File: src/rtl/simd_pkg.sv
// Shared types for the lane-partitioned adder.
// Assumes: lane mode is a 2-bit code; the reserved code acts as one lane.
package simd_pkg;
    typedef enum logic [1:0] {
        LM_ONE48  = 2'b00,
        LM_TWO24  = 2'b01,
        LM_FOUR12 = 2'b10,
        LM_RSVD   = 2'b11
    } lane_mode_e;
endpackage

File: src/rtl/simd_seg.sv
// One carry segment of the datapath: sum = z + (x ^ inv) + cin.
// Assumes: the caller supplies cin (lane start or chained carry).
module simd_seg #(
    parameter int SEG = 12
) (
    input  logic [SEG-1:0] x_in,
    input  logic [SEG-1:0] z_in,
    input  logic           inv,
    input  logic           cin,
    output logic [SEG-1:0] sum,
    output logic           cout
);
    logic [SEG-1:0] x_eff;

    // Conditionally invert X for the subtract form.
    always_comb x_eff = x_in ^ {SEG{inv}};

    // Segment adder with carry in and carry out.
    always_comb {cout, sum} = {1'b0, z_in} + {1'b0, x_eff} + {{SEG{1'b0}}, cin};
endmodule

File: src/rtl/simd_lane_ctl.sv
// Decodes the lane mode into per-segment lane-start and lane-end flags.
// Assumes: NSEG is even, so two-lane mode splits at NSEG/2 segments.
module simd_lane_ctl import simd_pkg::*; #(
    parameter int NSEG = 4
) (
    input  lane_mode_e      mode,
    output logic [NSEG-1:0] lane_start,
    output logic [NSEG-1:0] lane_end
);
    localparam int HALF = NSEG / 2;

    for (genvar k = 0; k < NSEG; k++) begin : g_flag
        // Segment k opens a lane when the mode places a boundary below it.
        always_comb begin
            unique case (mode)
                LM_FOUR12: lane_start[k] = 1'b1;
                LM_TWO24:  lane_start[k] = ((k % HALF) == 0);
                default:   lane_start[k] = (k == 0);
            endcase
        end
        // Segment k closes a lane when the mode places a boundary above it.
        always_comb begin
            unique case (mode)
                LM_FOUR12: lane_end[k] = 1'b1;
                LM_TWO24:  lane_end[k] = ((k % HALF) == HALF - 1);
                default:   lane_end[k] = (k == NSEG - 1);
            endcase
        end
    end
endmodule

File: src/rtl/simd_addsub.sv
// Registered lane-partitioned adder/subtractor: result = Z +/- {a_hi,b_lo}
// per lane, with carries cut at lane boundaries and one carry bit per lane.
// Assumes: W is a multiple of SEG; outputs cleared by synchronous active-low reset.
module simd_addsub import simd_pkg::*; #(
    parameter int W   = 48,
    parameter int SEG = 12,
    parameter int AW  = 30
) (
    input  logic               clk,
    input  logic               rst_n,
    input  logic [AW-1:0]      a_hi,
    input  logic [W-AW-1:0]    b_lo,
    input  logic [W-1:0]       c_in,
    input  logic [1:0]         lane_mode,
    input  logic               sub_en,
    output logic [W-1:0]       result,
    output logic [W/SEG-1:0]   carry_out
);
    localparam int NSEG = W / SEG;

    lane_mode_e      mode;
    logic [W-1:0]    op_x;
    logic [NSEG-1:0] lane_start;
    logic [NSEG-1:0] lane_end;
    logic [NSEG-1:0] seg_cin;
    logic [NSEG-1:0] seg_cout;
    logic [W-1:0]    nxt_sum;
    logic [NSEG-1:0] nxt_carry;

    // Decode mode and assemble the joined operand.
    always_comb begin
        mode = lane_mode_e'(lane_mode);
        op_x = {a_hi, b_lo};
    end

    simd_lane_ctl #(.NSEG(NSEG)) u_ctl (
        .mode       (mode),
        .lane_start (lane_start),
        .lane_end   (lane_end)
    );

    for (genvar k = 0; k < NSEG; k++) begin : g_seg
        if (k == 0) begin : g_first
            // First segment always starts a lane.
            always_comb seg_cin[k] = sub_en;
        end else begin : g_rest
            // Start a fresh lane or chain from the segment below.
            always_comb seg_cin[k] = lane_start[k] ? sub_en : seg_cout[k-1];
        end
        simd_seg #(.SEG(SEG)) u_seg (
            .x_in (op_x[k*SEG +: SEG]),
            .z_in (c_in[k*SEG +: SEG]),
            .inv  (sub_en),
            .cin  (seg_cin[k]),
            .sum  (nxt_sum[k*SEG +: SEG]),
            .cout (seg_cout[k])
        );
    end

    // Report only carries leaving a lane.
    always_comb nxt_carry = seg_cout & lane_end;

    // Output register with synchronous clear.
    always_ff @(posedge clk) begin
        if (!rst_n) begin
            result    <= '0;
            carry_out <= '0;
        end else begin
            result    <= nxt_sum;
            carry_out <= nxt_carry;
        end
    end

    // unused carry bits in two-lane mode read zero.
    assert_two_lane_dc_R6: assert property (@(posedge clk) disable iff (!rst_n)
        (lane_mode == 2'b01) |=> (carry_out[0] == 1'b0 && carry_out[2] == 1'b0));

    // one-lane mode leaves the low carry bits at zero.
    assert_one_lane_low_R7: assert property (@(posedge clk) disable iff (!rst_n)
        (lane_mode == 2'b00 || lane_mode == 2'b11) |=> (carry_out[NSEG-2:0] == '0));

    // subtracting equal operands yields zero in every lane.
    assert_sub_equal_R4: assert property (@(posedge clk) disable iff (!rst_n)
        (sub_en && c_in == {a_hi, b_lo}) |=> (result == '0));

    // adding zero operands yields zero result and zero carry.
    assert_add_zero_R10: assert property (@(posedge clk) disable iff (!rst_n)
        (!sub_en && c_in == '0 && {a_hi, b_lo} == '0) |=> (result == '0 && carry_out == '0));
endmodule

File: config.mk
export PLATFORM = sky130hd
export DESIGN_NAME = simd_addsub
export DESIGN_NICKNAME = d
export VERILOG_FILES = /design/src/rtl/simd_pkg.sv /design/src/rtl/simd_seg.sv /design/src/rtl/simd_lane_ctl.sv /design/src/rtl/simd_addsub.sv
export SDC_FILE = /design/constraint.sdc
export NUM_CORES = 1
export LEC_CHECK = 0
export BUFFER_PORTS_ARGS = -buffer_cell sky130_fd_sc_hd__buf_2
export CORE_UTILIZATION = 45
export DETAILED_ROUTE_END_ITERATION = 8
export GPL_ROUTABILITY_DRIVEN = 0
export GPL_TIMING_DRIVEN = 0
export PLACE_DENSITY = 0.76
export SETUP_SLACK_MARGIN = 0.3
export SLEW_MARGIN = 5
export SYNTH_ARGS = -nofsm -noshare
export SYNTH_HDL_FRONTEND = slang
export SYNTH_SLANG_ARGS = --single-unit
File: constraint.sdc
create_clock -name clk -period 26.4 [get_ports clk]
set_input_delay 6.6 -clock clk [delete_from_list [all_inputs] [get_ports clk]]
set_output_delay 6.6 -clock clk [all_outputs]
set_load 0.01 [all_outputs]
; ---- Word-level counts from Yosys, hierarchy flattened
; Index checks and enable logic that the tools add are counted.
[totals]
ff_bits = 52
input_bits = 101
output_inout_bits = 52
[classes]
addsub = 8
n_eq_ne = 2
muxes = 5
bitwise_logic = 5
reduce_logical = 1
[op_table]
columns = operator, n
row1 = $add A12 B12 Y13, 4
row2 = $add A13 B1 Y13, 4
row3 = $xor A12 B12 Y12, 4
row4 = $mux W1, 5
row5 = $and A4 B4 Y4, 1
row6 = $eq A2 B1 Y1 const B, 1
row7 = $eq A2 B2 Y1 const B, 1
row8 = $reduce_or A2 Y1, 1

; ---- Longest topological paths before layout
[logic_depth]
word_depth = 10
mapped_depth = 31

; ---- Cells and area by module
; From an unflattened synthesis, not the netlist that was laid out.
[hier_totals]
cells_unflattened = 514
hier_area_um2 = 4550.6
[modules_own_cells]
columns = module, n_inst, cells_each, area_each_um2
row1 = simd_addsub, 1, 112, 1437.6
row2 = simd_seg (g_seg[3].u_seg), 1, 99, 773.2
row3 = simd_seg (g_seg[1].u_seg), 1, 100, 759.5
row4 = simd_seg (g_seg[0].u_seg), 1, 99, 757.0
row5 = simd_seg (g_seg[2].u_seg), 1, 94, 754.5
row6 = simd_lane_ctl, 1, 10, 68.8

; ---- Worst setup path before layout
; Ideal clock, no wire load.
[synth_timing]
path_type = input -> register
from = input sub_en
to = register result[46]
t_arrival_ns = 12.888
t_required_ns = 26.329
setup_slack_ns = 13.441
path_stages = 31
path_cell_list = clkbuf_1 -> buf_2 -> xor2_1 -> inv_1 -> fa_1 -> nor2b_1 -> o31a_1 -> o211ai_1 -> a21boi_1 -> o31ai_1 -> fa_1 -> fa_1 -> nand2b_1 -> a21oi_1 -> o21bai_1 -> a21o_1 -> a41o_1 -> fa_1 -> fa_1 -> nand2b_1 -> a21o_1 -> a21oi_1 -> o21bai_1 -> a21oi_1 -> fa_1 -> fa_1 -> a211oi_2 -> o21ai_1 -> a211oi_1 -> or3_1 -> a21oi_1
[synth_between]
elab_chain_cells = 9
[synth_lines]
columns = element, line
row1 = "start, declared", simd_addsub.sv:15  ; input logic sub_en,
row2 = $xor A12 B12 Y12, simd_seg.sv:16  ; always_comb x_eff = x_in ^ {SEG{inv}};
row3 = $add A12 B12 Y13, simd_seg.sv:19  ; always_comb {cout, sum} = {1'b0, z_in} + {1'b0, x_eff} + {{SEG{1'b0}}, cin};
row4 = $add A13 B1 Y13, simd_seg.sv:19
row5 = $mux W1, simd_addsub.sv:48  ; always_comb seg_cin[k] = lane_start[k] ? sub_en : seg_cout[k-1];
row6 = $add A13 B1 Y13, simd_seg.sv:19
row7 = $mux W1, simd_addsub.sv:48
row8 = $add A13 B1 Y13, simd_seg.sv:19
row9 = $mux W1, simd_addsub.sv:48
row10 = $add A13 B1 Y13 *, simd_seg.sv:19
row11 = "end signal, assigned", simd_addsub.sv:69  ; result <= nxt_sum;
row12 = "end, declared", simd_addsub.sv:16  ; output logic [W-1:0] result,
; Mark *: on every way between the ends. The rest lies on a longest branch, timed or not.
; A chain may end at the register's enable or synchronous reset.

; ---- Worst setup path in the final report
; Same ends and word-level chain as after synthesis.

==> results.rst <==
.. list-table::
   :header-rows: 1

   * - Metric
     - Value
   * - Power density over the cells
     - 56.8 nW/um^2
   * - Pin count of the biggest net entering global routing
     - 16
   * - Number of nets in the final layout
     - 764
   * - Total Die Area
     - roughly 9200 sq um
   * - Antenna-violating nets left
     - 0
   * - Area of the core
     - 8380 sq um
   * - Mapped Avg Cell Area
     - 8.80 sq um
   * - Period utilization
     - 53.1%
   * - Fill cell count
     - 778
   * - Initial Utilization
     - 47.6%
   * - Min Clock Period, post-route
     - 14.01 ns
   * - Total number of vias
     - 3,856
   * - Routed WL per cell
     - 14.8 microns
   * - Number of placement rows
     - 33
   * - Startpoint of the worst setup timing path
     - sub_en
   * - Crit start category
     - input pin
   * - Starting DRT DRC Count
     - 119
   * - Aggregate routed wire length
     - 10,600 microns
   * - Status
     - finished clean
   * - Vias in the first global route
     - 3,653
   * - Slowest library cell on the worst path
     - sky130_fd_sc_hd__fa_1
   * - Max Freq
     - 71.4 MHz
   * - Finish-stage setup viols
     - 0
   * - Clock-pin slew reported for the worst setup and hold paths after clock tree synthesis
     - 0.09 ns
   * - Sequential cell area
     - about 1000 sq um
   * - Area growth syn-to-layout
     - 25.5%
   * - Layout Cells excl Fill
     - 717
   * - Hold Path Class
     - in2reg
   * - Crit end category
     - flip-flop
   * - H-tree depth
     - 2
   * - Initial antenna violation count
     - 0
   * - Ratio of cells with drive above 1 in the final layout
     - 28.3%
   * - Unrepaired setup endpoints after global routing
     - false
   * - Share of the yosys chip area belonging to registers
     - between 20% and 30%
   * - Post-CTS setup buffers
     - 0
   * - Maximum fanout encountered on the critical timing path
     - 10
   * - Kind of critical path
     - in2reg
   * - Synth Flop Type
     - sky130_fd_sc_hd__dfxtp_1
   * - Count of cells resized by post-cts repair
     - 0
   * - Drt first pass iters
     - 6
   * - Mean number of vias per cell
     - 5.38
   * - Mapped cell area
     - roughly 4000 sq um
   * - Detailed placement HPWL
     - around 8600 microns
   * - Number of remaining DRC errors
     - 0
   * - Cts bufs inserted
     - 5
   * - Source of the worst hold timing path
     - c_in[0]
   * - Arrival time reported for the critical path endpoint
     - between 10 and 15 ns
   * - Count of cells along the worst hold path
     - 3
   * - Number of cells produced by synthesis
     - 453
   * - Post-synth EDFFs
     - 0
   * - Cell chosen for the clock root
     - sky130_fd_sc_hd__clkbuf_8
   * - Total global routing track utilization
     - 23.2%
   * - CTS Sinks
     - 52
   * - Pins over their slew limit
     - 0
   * - Combined area of the multi-input logic cells
     - 2820 sq um
   * - Flip-flop and latch count after synthesis
     - 52
   * - Input/output buffers
     - 151
   * - DIE WIDTH
     - 96.1 microns
   * - Die Span Y
     - 96.1 microns
   * - Remaining Overflow, GRT
     - 0
   * - Post-Synthesis Net Count
     - 606
   * - Synthesis warning total
     - 0
   * - Share of flip-flops with an asynchronous set or reset after synthesis
     - 0%
   * - Post-Place Cells
     - about 700
   * - Total count of hold-check failures in the final report
     - 0
   * - Largest vdd supply drop
     - 0.0260 mV
   * - Tightest Pin Transition
     - 0.605 ns
   * - Setup TNS after final layout
     - 0 ns
   * - Maximum clock insertion buffer count
     - 2
   * - IO Pins
     - 153
   * - Number of maximum-capacitance violations
     - 0
   * - Number of buffers inserted for hold repair after clock tree synthesis
     - 0
   * - Wire length of the first global-routing pass
     - 16,500 microns
   * - Critical path data required time
     - 26.62 ns
   * - Delay of the slowest critical-path stage
     - around 0.42 ns
   * - TritonCTS clock tree
     - done
   * - Reported leakage power
     - 2.59 nW
   * - Worst rel slew slack
     - 59.7%
   * - Library cells used by synthesis
     - 56
logic make-up (layout without fill, tap and decap cells):
family | after synthesis | count (layout) | synth area share [%]
DFF | 52 | 52 | 26.1
and+or+nand+nor | 117 | 117 | 14.5
other | 0 | 1 | 0
muxes | 9 | 9 | 2.38
AOI/OAI and AO/OA | 124 | 124 | 21.5
buffers and inverters | 32 | 190 | 3.17
xor gates and xnor gates | 67 | 67 | 14.7
adders and majority gates | 52 | 52 | 17.6
metrics by stage:
stage               setup slack (ns)  cell area, sq um  hold slack, ns  power (mW)  utilization [%]
detailed placement             12.14              4870            6.90       0.221             58.2
finish                         12.39              5010            6.58       0.285             59.7
floorplan                      13.44              3990            6.74       0.182                -
global route                   11.83              5000            6.60       0.305             59.7
global placement               12.26              4870            6.89       0.218             58.2
CTS                            12.42              5000            6.58       0.287             59.7
registers in the layout, indices dropped and copies added (netlist names):
name	count
result	48
carry_out	4
power breakdown:
group / switching (mW) / leakage, nW / internal (mW)
logic: 0.0687 / 2.09 / 0.0557
registers: 0.00328 / 0.433 / 0.0921
clock network: 0.0274 / 0.0642 / 0.0374
worst max-delay path, delay by kind of cell:
kind / cells / cell delay, ns
buffers and inverters: 3 / 0.94
adder cells (fa/ha/maj): 7 / 2.64
AND/OR/NAND/NOR: 3 / 0.71
AO/OA/AOI/OAI: 17 / 3.21
XOR/XNOR: 1 / 0.12
cell usage in the layout, fill, tap and decap left out, types with 4 or more instances in the layout:
| cell | instances |
|---|---|
| sky130_fd_sc_hd__and2_1 | 4 |
| sky130_fd_sc_hd__xor2_1 | 57 |
| sky130_fd_sc_hd__clkbuf_8 | 5 |
| sky130_fd_sc_hd__nor2b_1 | 5 |
| sky130_fd_sc_hd__a31oi_1 | 5 |
| sky130_fd_sc_hd__buf_2 | 156 |
| sky130_fd_sc_hd__ha_1 | 45 |
| sky130_fd_sc_hd__o21ai_0 | 11 |
| sky130_fd_sc_hd__xnor2_1 | 10 |
| sky130_fd_sc_hd__a211oi_1 | 7 |
| sky130_fd_sc_hd__nor3_1 | 7 |
| sky130_fd_sc_hd__fa_1 | 7 |
| sky130_fd_sc_hd__nand2_1 | 18 |
| sky130_fd_sc_hd__clkbuf_1 | 5 |
| sky130_fd_sc_hd__nor2_1 | 42 |
| sky130_fd_sc_hd__a21o_1 | 19 |
| sky130_fd_sc_hd__dfxtp_1 | 52 |
| sky130_fd_sc_hd__inv_1 | 20 |
| sky130_fd_sc_hd__a21oi_1 | 32 |
| sky130_fd_sc_hd__nand3_1 | 10 |
| sky130_fd_sc_hd__o21ai_1 | 8 |
| sky130_fd_sc_hd__mux2i_1 | 8 |
| sky130_fd_sc_hd__o211ai_1 | 6 |
| sky130_fd_sc_hd__nand2b_1 | 14 |
worst paths after layout:
check                                   end
worst max-delay path  result[46]$_SDFF_PN0_
worst min-delay path   result[0]$_SDFF_PN0_
final cells by class:
| cell class | instances | share of cell area [%] |
|---|---|---|
| multi-input combinational | 369 | 56.3 |
| sequential | 52 | 20.8 |
| timing repair buffer | 151 | 15.1 |
| tap | 105 | 2.62 |
| inverter | 20 | 1.50 |
| clock buffer | 5 | 1.37 |
| clock inverter | 2 | 1.20 |
| buffer | 12 | 1.02 |
| antenna | 1 | 0.0500 |
Yosys cell counts, types with 4 or more instances:
cell | n | share of area [%]
sky130_fd_sc_hd__nand2b_1 | 14 | 2.2
sky130_fd_sc_hd__a31oi_1 | 5 | 0.78
sky130_fd_sc_hd__mux2i_1 | 8 | 2.0
sky130_fd_sc_hd__o21ai_1 | 8 | 1.0
sky130_fd_sc_hd__a21oi_1 | 32 | 4.0
sky130_fd_sc_hd__xor2_1 | 57 | 13
sky130_fd_sc_hd__nand3_1 | 10 | 1.3
sky130_fd_sc_hd__buf_2 | 5 | 0.63
sky130_fd_sc_hd__a21o_1 | 19 | 3.6
sky130_fd_sc_hd__fa_1 | 7 | 3.5
sky130_fd_sc_hd__nand2_1 | 18 | 1.7
sky130_fd_sc_hd__dfxtp_1 | 52 | 26
sky130_fd_sc_hd__a211oi_1 | 7 | 1.3
sky130_fd_sc_hd__o211ai_1 | 6 | 1.1
sky130_fd_sc_hd__nor3_1 | 7 | 0.88
sky130_fd_sc_hd__o21ai_0 | 11 | 1.4
sky130_fd_sc_hd__nor2_1 | 42 | 4.0
sky130_fd_sc_hd__ha_1 | 45 | 14
sky130_fd_sc_hd__and2_1 | 4 | 0.63
sky130_fd_sc_hd__inv_1 | 20 | 1.9
sky130_fd_sc_hd__xnor2_1 | 10 | 2.2
sky130_fd_sc_hd__clkbuf_1 | 5 | 0.47
sky130_fd_sc_hd__nor2b_1 | 5 | 0.78
routing by layer:
layer / routed length [microns] / up-vias / track usage (%) / share of wire [%]
met1: 4620 / 1759 / 27.9 / 44
met4: 223 / 0 / 7.96 / 2.1
li1: - / 1939 / - / -
met5: 0 / - / 0 / 0
met2: 4960 / 139 / 39.8 / 47
met3: 792 / 19 / 5.85 / 7.5
(Power assumes the default switching activity.)
